[config.mk]
export PLATFORM = sky130hd
export DESIGN_NAME = i2c_csr_block
export DESIGN_NICKNAME = d
export VERILOG_FILES = /design/src/rtl/i2c_csr_pkg.sv /design/src/rtl/i2c_csr_decode.sv /design/src/rtl/i2c_csr_ctl.sv /design/src/rtl/i2c_csr_stat.sv /design/src/rtl/i2c_csr_block.sv
export SDC_FILE = /design/constraint.sdc
export NUM_CORES = 1
export LEC_CHECK = 0
export BUFFER_PORTS_ARGS = -buffer_cell sky130_fd_sc_hd__buf_2
export CAP_MARGIN = 20
export CORE_MARGIN = 5
export CORE_UTILIZATION = 36
export DETAILED_ROUTE_END_ITERATION = 16
export HOLD_SLACK_MARGIN = 0.05
export PLACE_DENSITY = 0.72
export SLEW_MARGIN = 20
export SYNTH_ARGS = -nofsm -noshare
export SYNTH_HDL_FRONTEND = slang
export SYNTH_SLANG_ARGS = --single-unit
[constraint.sdc]
create_clock -name clk -period 1.2 [get_ports clk]
set_input_delay 0.24 -clock clk [delete_from_list [all_inputs] [get_ports clk]]
set_output_delay 0.24 -clock clk [all_outputs]
set_load 0.03 [all_outputs]
[src/rtl/i2c_csr_pkg.sv]
package i2c_csr_pkg;

    // Control word bit positions
    localparam int ACK_B = 2;
    localparam int SI_B  = 3;
    localparam int STO_B = 4;
    localparam int STA_B = 5;
    localparam int EN_B  = 6;

    // Register addresses
    localparam int ADR_SET  = 0;
    localparam int ADR_STAT = 1;
    localparam int ADR_CLR  = 2;

    typedef struct packed {
        logic en;
        logic sta;
        logic sto;
        logic si;
        logic ack;
    } ctl_t;

endpackage

[src/rtl/i2c_csr_decode.sv]
module i2c_csr_decode
    import i2c_csr_pkg::*;
#(
    parameter int ADDR_W = 2,
    parameter int DATA_W = 8
) (
    input  logic              sel_i,
    input  logic              wr_i,
    input  logic [ADDR_W-1:0] addr_i,
    input  logic [DATA_W-1:0] wdata_i,
    output logic [DATA_W-1:0] set_req_o,
    output logic [DATA_W-1:0] clr_req_o,
    output logic              rd_ctl_o,
    output logic              rd_stat_o
);

    logic [DATA_W-1:0] set_mask;
    logic [DATA_W-1:0] clr_mask;

    always_comb begin
        set_mask        = '0;
        set_mask[ACK_B] = 1'b1;
        set_mask[STO_B] = 1'b1;
        set_mask[STA_B] = 1'b1;
        set_mask[EN_B]  = 1'b1;
        clr_mask        = set_mask;
        clr_mask[SI_B]  = 1'b1;

        set_req_o = '0;
        clr_req_o = '0;
        rd_ctl_o  = 1'b0;
        rd_stat_o = 1'b0;
        if (sel_i && wr_i) begin
            if (addr_i == ADDR_W'(ADR_SET)) set_req_o = wdata_i & set_mask;
            if (addr_i == ADDR_W'(ADR_CLR)) clr_req_o = wdata_i & clr_mask;
        end
        if (sel_i && !wr_i) begin
            rd_ctl_o  = (addr_i == ADDR_W'(ADR_SET));
            rd_stat_o = (addr_i == ADDR_W'(ADR_STAT));
        end
    end

endmodule

[src/rtl/i2c_csr_ctl.sv]
module i2c_csr_ctl
    import i2c_csr_pkg::*;
#(
    parameter int DATA_W = 8
) (
    input  logic              clk,
    input  logic              rst_n,
    input  logic [DATA_W-1:0] set_req_i,
    input  logic [DATA_W-1:0] clr_req_i,
    input  logic              evt_i,
    input  logic              stop_done_i,
    output ctl_t              ctl_o,
    output logic              si_nxt_o,
    output logic              cap_o,
    output logic [DATA_W-1:0] word_o
);

    typedef struct packed {
        ctl_t ctl;
    } st_t;

    st_t  st_d, st_q;
    logic hw_take;
    logic sw_si_clr;

    always_comb begin
        st_d      = st_q;
        sw_si_clr = clr_req_i[SI_B];

        st_d.ctl.ack = (st_q.ctl.ack | set_req_i[ACK_B]) & ~clr_req_i[ACK_B];
        st_d.ctl.sto = (st_q.ctl.sto | set_req_i[STO_B]) & ~clr_req_i[STO_B];
        st_d.ctl.sta = (st_q.ctl.sta | set_req_i[STA_B]) & ~clr_req_i[STA_B];
        st_d.ctl.en  = (st_q.ctl.en  | set_req_i[EN_B])  & ~clr_req_i[EN_B];
        st_d.ctl.si  = st_q.ctl.si & ~sw_si_clr;

        if (stop_done_i) st_d.ctl.sto = 1'b0;

        hw_take = evt_i & st_q.ctl.en & st_d.ctl.en;
        if (hw_take) st_d.ctl.si = 1'b1;
        cap_o = hw_take & (~st_q.ctl.si | sw_si_clr);

        if (!st_d.ctl.en) begin
            st_d.ctl.sta = 1'b0;
            st_d.ctl.sto = 1'b0;
            st_d.ctl.si  = 1'b0;
        end
        si_nxt_o = st_d.ctl.si;
    end

    always_ff @(posedge clk) begin
        if (!rst_n) st_q <= '0;
        else        st_q <= st_d;
    end

    always_comb begin
        word_o        = '0;
        word_o[ACK_B] = st_q.ctl.ack;
        word_o[SI_B]  = st_q.ctl.si;
        word_o[STO_B] = st_q.ctl.sto;
        word_o[STA_B] = st_q.ctl.sta;
        word_o[EN_B]  = st_q.ctl.en;
    end

    assign ctl_o = st_q.ctl;


    si_set_chk: assert property (@(posedge clk) disable iff (!rst_n)
        (evt_i && st_q.ctl.en && !clr_req_i[EN_B]) |=> st_q.ctl.si);


    collide_chk: assert property (@(posedge clk) disable iff (!rst_n)
        (evt_i && st_q.ctl.en && clr_req_i[SI_B] && !clr_req_i[EN_B]) |=> st_q.ctl.si);


    sw_si_chk: assert property (@(posedge clk) disable iff (!rst_n)
        (!st_q.ctl.si && !evt_i) |=> !st_q.ctl.si);


    stop_clr_chk: assert property (@(posedge clk) disable iff (!rst_n)
        stop_done_i |=> !st_q.ctl.sto);


    dis_zero_chk: assert property (@(posedge clk) disable iff (!rst_n)
        !st_q.ctl.en |-> !(st_q.ctl.sta || st_q.ctl.sto || st_q.ctl.si));

endmodule

[src/rtl/i2c_csr_stat.sv]
module i2c_csr_stat #(
    parameter int CODE_W = 5
) (
    input  logic              clk,
    input  logic              rst_n,
    input  logic              cap_i,
    input  logic              si_nxt_i,
    input  logic [CODE_W-1:0] code_i,
    output logic [CODE_W-1:0] code_o
);

    typedef struct packed {
        logic [CODE_W-1:0] code;
    } st_t;

    st_t st_d, st_q;

    always_comb begin
        st_d = st_q;
        if (cap_i)          st_d.code = code_i;
        else if (!si_nxt_i) st_d.code = '1;
    end

    always_ff @(posedge clk) begin
        if (!rst_n) st_q.code <= '1;
        else        st_q      <= st_d;
    end

    assign code_o = st_q.code;

endmodule

[src/rtl/i2c_csr_block.sv]
module i2c_csr_block
    import i2c_csr_pkg::*;
#(
    parameter int ADDR_W = 2,
    parameter int DATA_W = 8,
    parameter int CODE_W = 5
) (
    input  logic              clk,
    input  logic              rst_n,
    input  logic              bus_sel,
    input  logic              bus_wr,
    input  logic [ADDR_W-1:0] bus_addr,
    input  logic [DATA_W-1:0] bus_wdata,
    output logic [DATA_W-1:0] bus_rdata,
    input  logic              eng_evt,
    input  logic [CODE_W-1:0] eng_code,
    input  logic              eng_stop_done,
    output logic              irq_o,
    output logic              ctl_en_o,
    output logic              ctl_start_o,
    output logic              ctl_stop_o,
    output logic              ctl_ack_o
);

    localparam int ZERO_W = DATA_W - CODE_W;

    logic [DATA_W-1:0] set_req, clr_req, ctl_word;
    logic              rd_ctl, rd_stat, si_nxt, cap;
    logic [CODE_W-1:0] code_q;
    ctl_t              ctl;

    i2c_csr_decode #(.ADDR_W(ADDR_W), .DATA_W(DATA_W)) u_dec (
        .sel_i     (bus_sel),
        .wr_i      (bus_wr),
        .addr_i    (bus_addr),
        .wdata_i   (bus_wdata),
        .set_req_o (set_req),
        .clr_req_o (clr_req),
        .rd_ctl_o  (rd_ctl),
        .rd_stat_o (rd_stat)
    );

    i2c_csr_ctl #(.DATA_W(DATA_W)) u_ctl (
        .clk         (clk),
        .rst_n       (rst_n),
        .set_req_i   (set_req),
        .clr_req_i   (clr_req),
        .evt_i       (eng_evt),
        .stop_done_i (eng_stop_done),
        .ctl_o       (ctl),
        .si_nxt_o    (si_nxt),
        .cap_o       (cap),
        .word_o      (ctl_word)
    );

    i2c_csr_stat #(.CODE_W(CODE_W)) u_stat (
        .clk      (clk),
        .rst_n    (rst_n),
        .cap_i    (cap),
        .si_nxt_i (si_nxt),
        .code_i   (eng_code),
        .code_o   (code_q)
    );

    always_comb begin
        bus_rdata = '0;
        if (rd_ctl)  bus_rdata = ctl_word;
        if (rd_stat) bus_rdata = {code_q, {ZERO_W{1'b0}}};
    end

    assign irq_o       = ctl.si & ctl.en;
    assign ctl_en_o    = ctl.en;
    assign ctl_start_o = ctl.sta;
    assign ctl_stop_o  = ctl.sto;
    assign ctl_ack_o   = ctl.ack;


    idle_code_chk: assert property (@(posedge clk) disable iff (!rst_n)
        !ctl.si |-> (code_q == {CODE_W{1'b1}}));


    frozen_chk: assert property (@(posedge clk) disable iff (!rst_n)
        (ctl.si && $past(ctl.si) && !$past(cap)) |-> $stable(code_q));

endmodule

==> results.md <==
* Outcome: complete, but fails checks
* Failing checks: negative setup slack
* Setup TNS at -0.834 ns
* Crit path DAT at 1.14 ns
* Delay-heaviest family, CP: simple AND/OR/NAND/NOR gates
* 1st-iter DRT viols at 9
* Clock Sink Count at 10
* Fin nets at 118
* Kind of critical path: input pin to output pin
* Worst setup path start: bus_wr
* PwrDens at 890 mW/mm^2
* Placed instance count at 105
* DIE HEIGHT at 49.2 um
* Clock-pin slew on the worst setup and hold paths at 0.07 ns
* R2r worst-path depth at 3
* CTS root buf: clkbuf_4
* CTS tree: done
* GRT Util Overall at 0.129
* CP peak stage delay at 0.45 ns
* Critical R2R Launch: u_ctl.ctl_o[4]
* CTS H-tree lvls at 1
* Most frequent cell after synthesis: dfxtp_1
* GP Congestion at 0.693
* Pre-CTS WS at -0.265 ns
* Syn avg cell area at 8.90 um^2
* CP startpoint kind: input pin
* Core area at 0.00147 mm^2
* Max Transition Viols Final at 0
* CTS Hold Bufs at 0
* Post-synth EDFFs at 0
* CP endpoint kind: output pin
* Clock Path Buffers at 2
* CTS Buf Count at 3
* Clock Latency Late Sink at 0.26 ns
* Setup Viol. Count Final at 6
* Largest net degree at the start of global routing at 8
* Async set-reset flop share out of synthesis at 0
* Crit path cell chain: buf_6, or3b_4, nor3b_4, buf_6
* Worst path slowest cell: or3b_4
* Share of cells above drive strength 1 at 0.604
* Synth-to-Final Area Change at 58.0%
* Max Clock Freq at 722 MHz
* Fill cell count at 136
* ANT cells at 0
* Starting Density at 0.375
* Final instance count without filler cells at 112
* Remaining DRCs at 0
* Largest cells by area after synthesis: dfxtp_1 36%, o22a_2 9.1%, mux2i_1 7.3%
* Hold crit path type: input pin to flop
* RSZ-0062 raised after global routing: true
* Critical path fanouts, max at 6
* WHS Path Cells at 2
* Hold path start: eng_stop_done
* Total Wirelength at 1460 um
* Cell mode on critical path: buf_6
* Crit path buffers/inverters at 2
* R2R Setup Slk at 0.17 ns
* Ports at 34
* YS warnings at 0
* Required @ worst endpoint at 0.96 ns
* DR vias at 580
* Fin util at 0.593
* Synth Register Bits at 10
* Library cells used by synthesis at 28
* Row count at 14
* Gr ovfl total at 0
* DR pass1 iterations at 4
* PortBufs at 28
* Period minus WS final at 1.38 ns
* Antenna-violating nets left at 0
* Register area share after synthesis at 0.363
* Number of global-route vias before repair at 592
* Initial antenna violation count at 0
* Syn Inst Count at 62
* Crit share post-route at 1.15
* Final WS setup at -0.184 ns
* Leak at 0.441 nW
* Hold Fails Final Rpt at 0
* Max-cap viol count at 0
* Max Clock Skew at 0.00146 ns
* Top-area cell type share of the netlist area at 0.363
* DP HPWL at 1170 um
* Peak VDD IR at 0.000662 V
* Main synth FF type: dfxtp_1
* Drt wl/cell at 13.1 um
* Syn Std Cell Area at 552 um^2
* Die Wd at 49.2 um
* WHS Endpoint: u_ctl.ctl_o[2]
* Largest area contributor in the netlist: dfxtp_1
* First-pass GRT wire length at 2420 um
* WHS at 0.133 ns
* R2R Path End: u_stat.code_o[3]
* Most frequent cells after synthesis: 10 x dfxtp_1, 7 x nand2_1, 7 x nor2_1, 5 x o22a_2, 4 x mux2i_1
* Via density per instance at 5.18
* Die ar. at 0.00242 mm^2
metrics by stage:
stage | cell area [um^2] | power, W
2_1_floorplan | 602 | 0.000421
6_report | 872 | 0.000777
3_5_place_dp | 733 | 0.000461
5_1_grt | 872 | 0.000822
3_3_place_gp | 733 | 0.000458
4_1_cts | 841 | 0.000783
report_power, final:
group / leakage [nW] / total [W] / switching (W) / internal, W
Combinational: 0.337 / 0.000135 / 0.0000708 / 0.0000646
Clock: 0.0210 / 0.000304 / 0.000120 / 0.000184
Sequential: 0.0822 / 0.000337 / 0.00000341 / 0.000333
Total: 0.441 / 0.000777 / 0.000194 / 0.000582
cell families after synthesis:
kind of cell           after synthesis  share of synthesized area
buffers and inverters                7                     0.0884
and+or+nand+nor                     27                      0.261
muxes                                4                     0.0726
AOI/OAI and AO/OA                   13                      0.209
other                                1                    0.00680
DFF                                 10                      0.363
registers in the layout (all words and copies together) (netlist names):
register	flops
u_ctl.ctl_o	5
u_stat.code_o	5
what timing repair did:
item	in CTS	in global routing
buffers inserted	2	1
endpoints found under the setup margin	7	7
cloned	0	0
gates resized for setup	16	7
pin swaps	5	2
placed cells by master (no fill, tap or decap), drive strengths merged, types with 2 or more instances in the layout:
cell type  count
a21oi          3
and3           2
buf           34
clkbuf         4
conb           2
dfxtp         10
inv            2
mux2i          4
nand2          7
nand3          3
nor2           7
o22a           5
or2            2
final cells by class:
cell class | instances | area [um^2] | share of cell area
repair buffers | 34 | 249 | 0.286
clock buffers | 4 | 36.3 | 0.0416
inverters | 2 | 7.51 | 0.00861
well taps | 16 | 20.0 | 0.0230
flip-flops and latches | 10 | 205 | 0.235
multi-input cells | 46 | 354 | 0.406
how the worst max path moves through the flow:
stage / end / depth (start not counted)
finish: bus_rdata[2] / 4
global placement: bus_rdata[2] / 4
detailed placement: bus_rdata[2] / 4
CTS: bus_rdata[2] / 4
global route: bus_rdata[2] / 4
floorplan: bus_rdata[2] / 3
routing by layer:
| metal | global-route usage | share of wire | vias up | routed length [um] |
|---|---|---|---|---|
| met5 | 0 | 0 | - | 0 |
| met1 | 0.134 | 0.36 | 265 | 528 |
| met3 | 0.0520 | 0.12 | 0 | 171 |
| met2 | 0.223 | 0.52 | 35 | 763 |
| met4 | 0.0538 | 0 | 0 | 0 |
| li1 | - | - | 280 | - |
No activity file was read; power rests on OpenSTA's default activity.
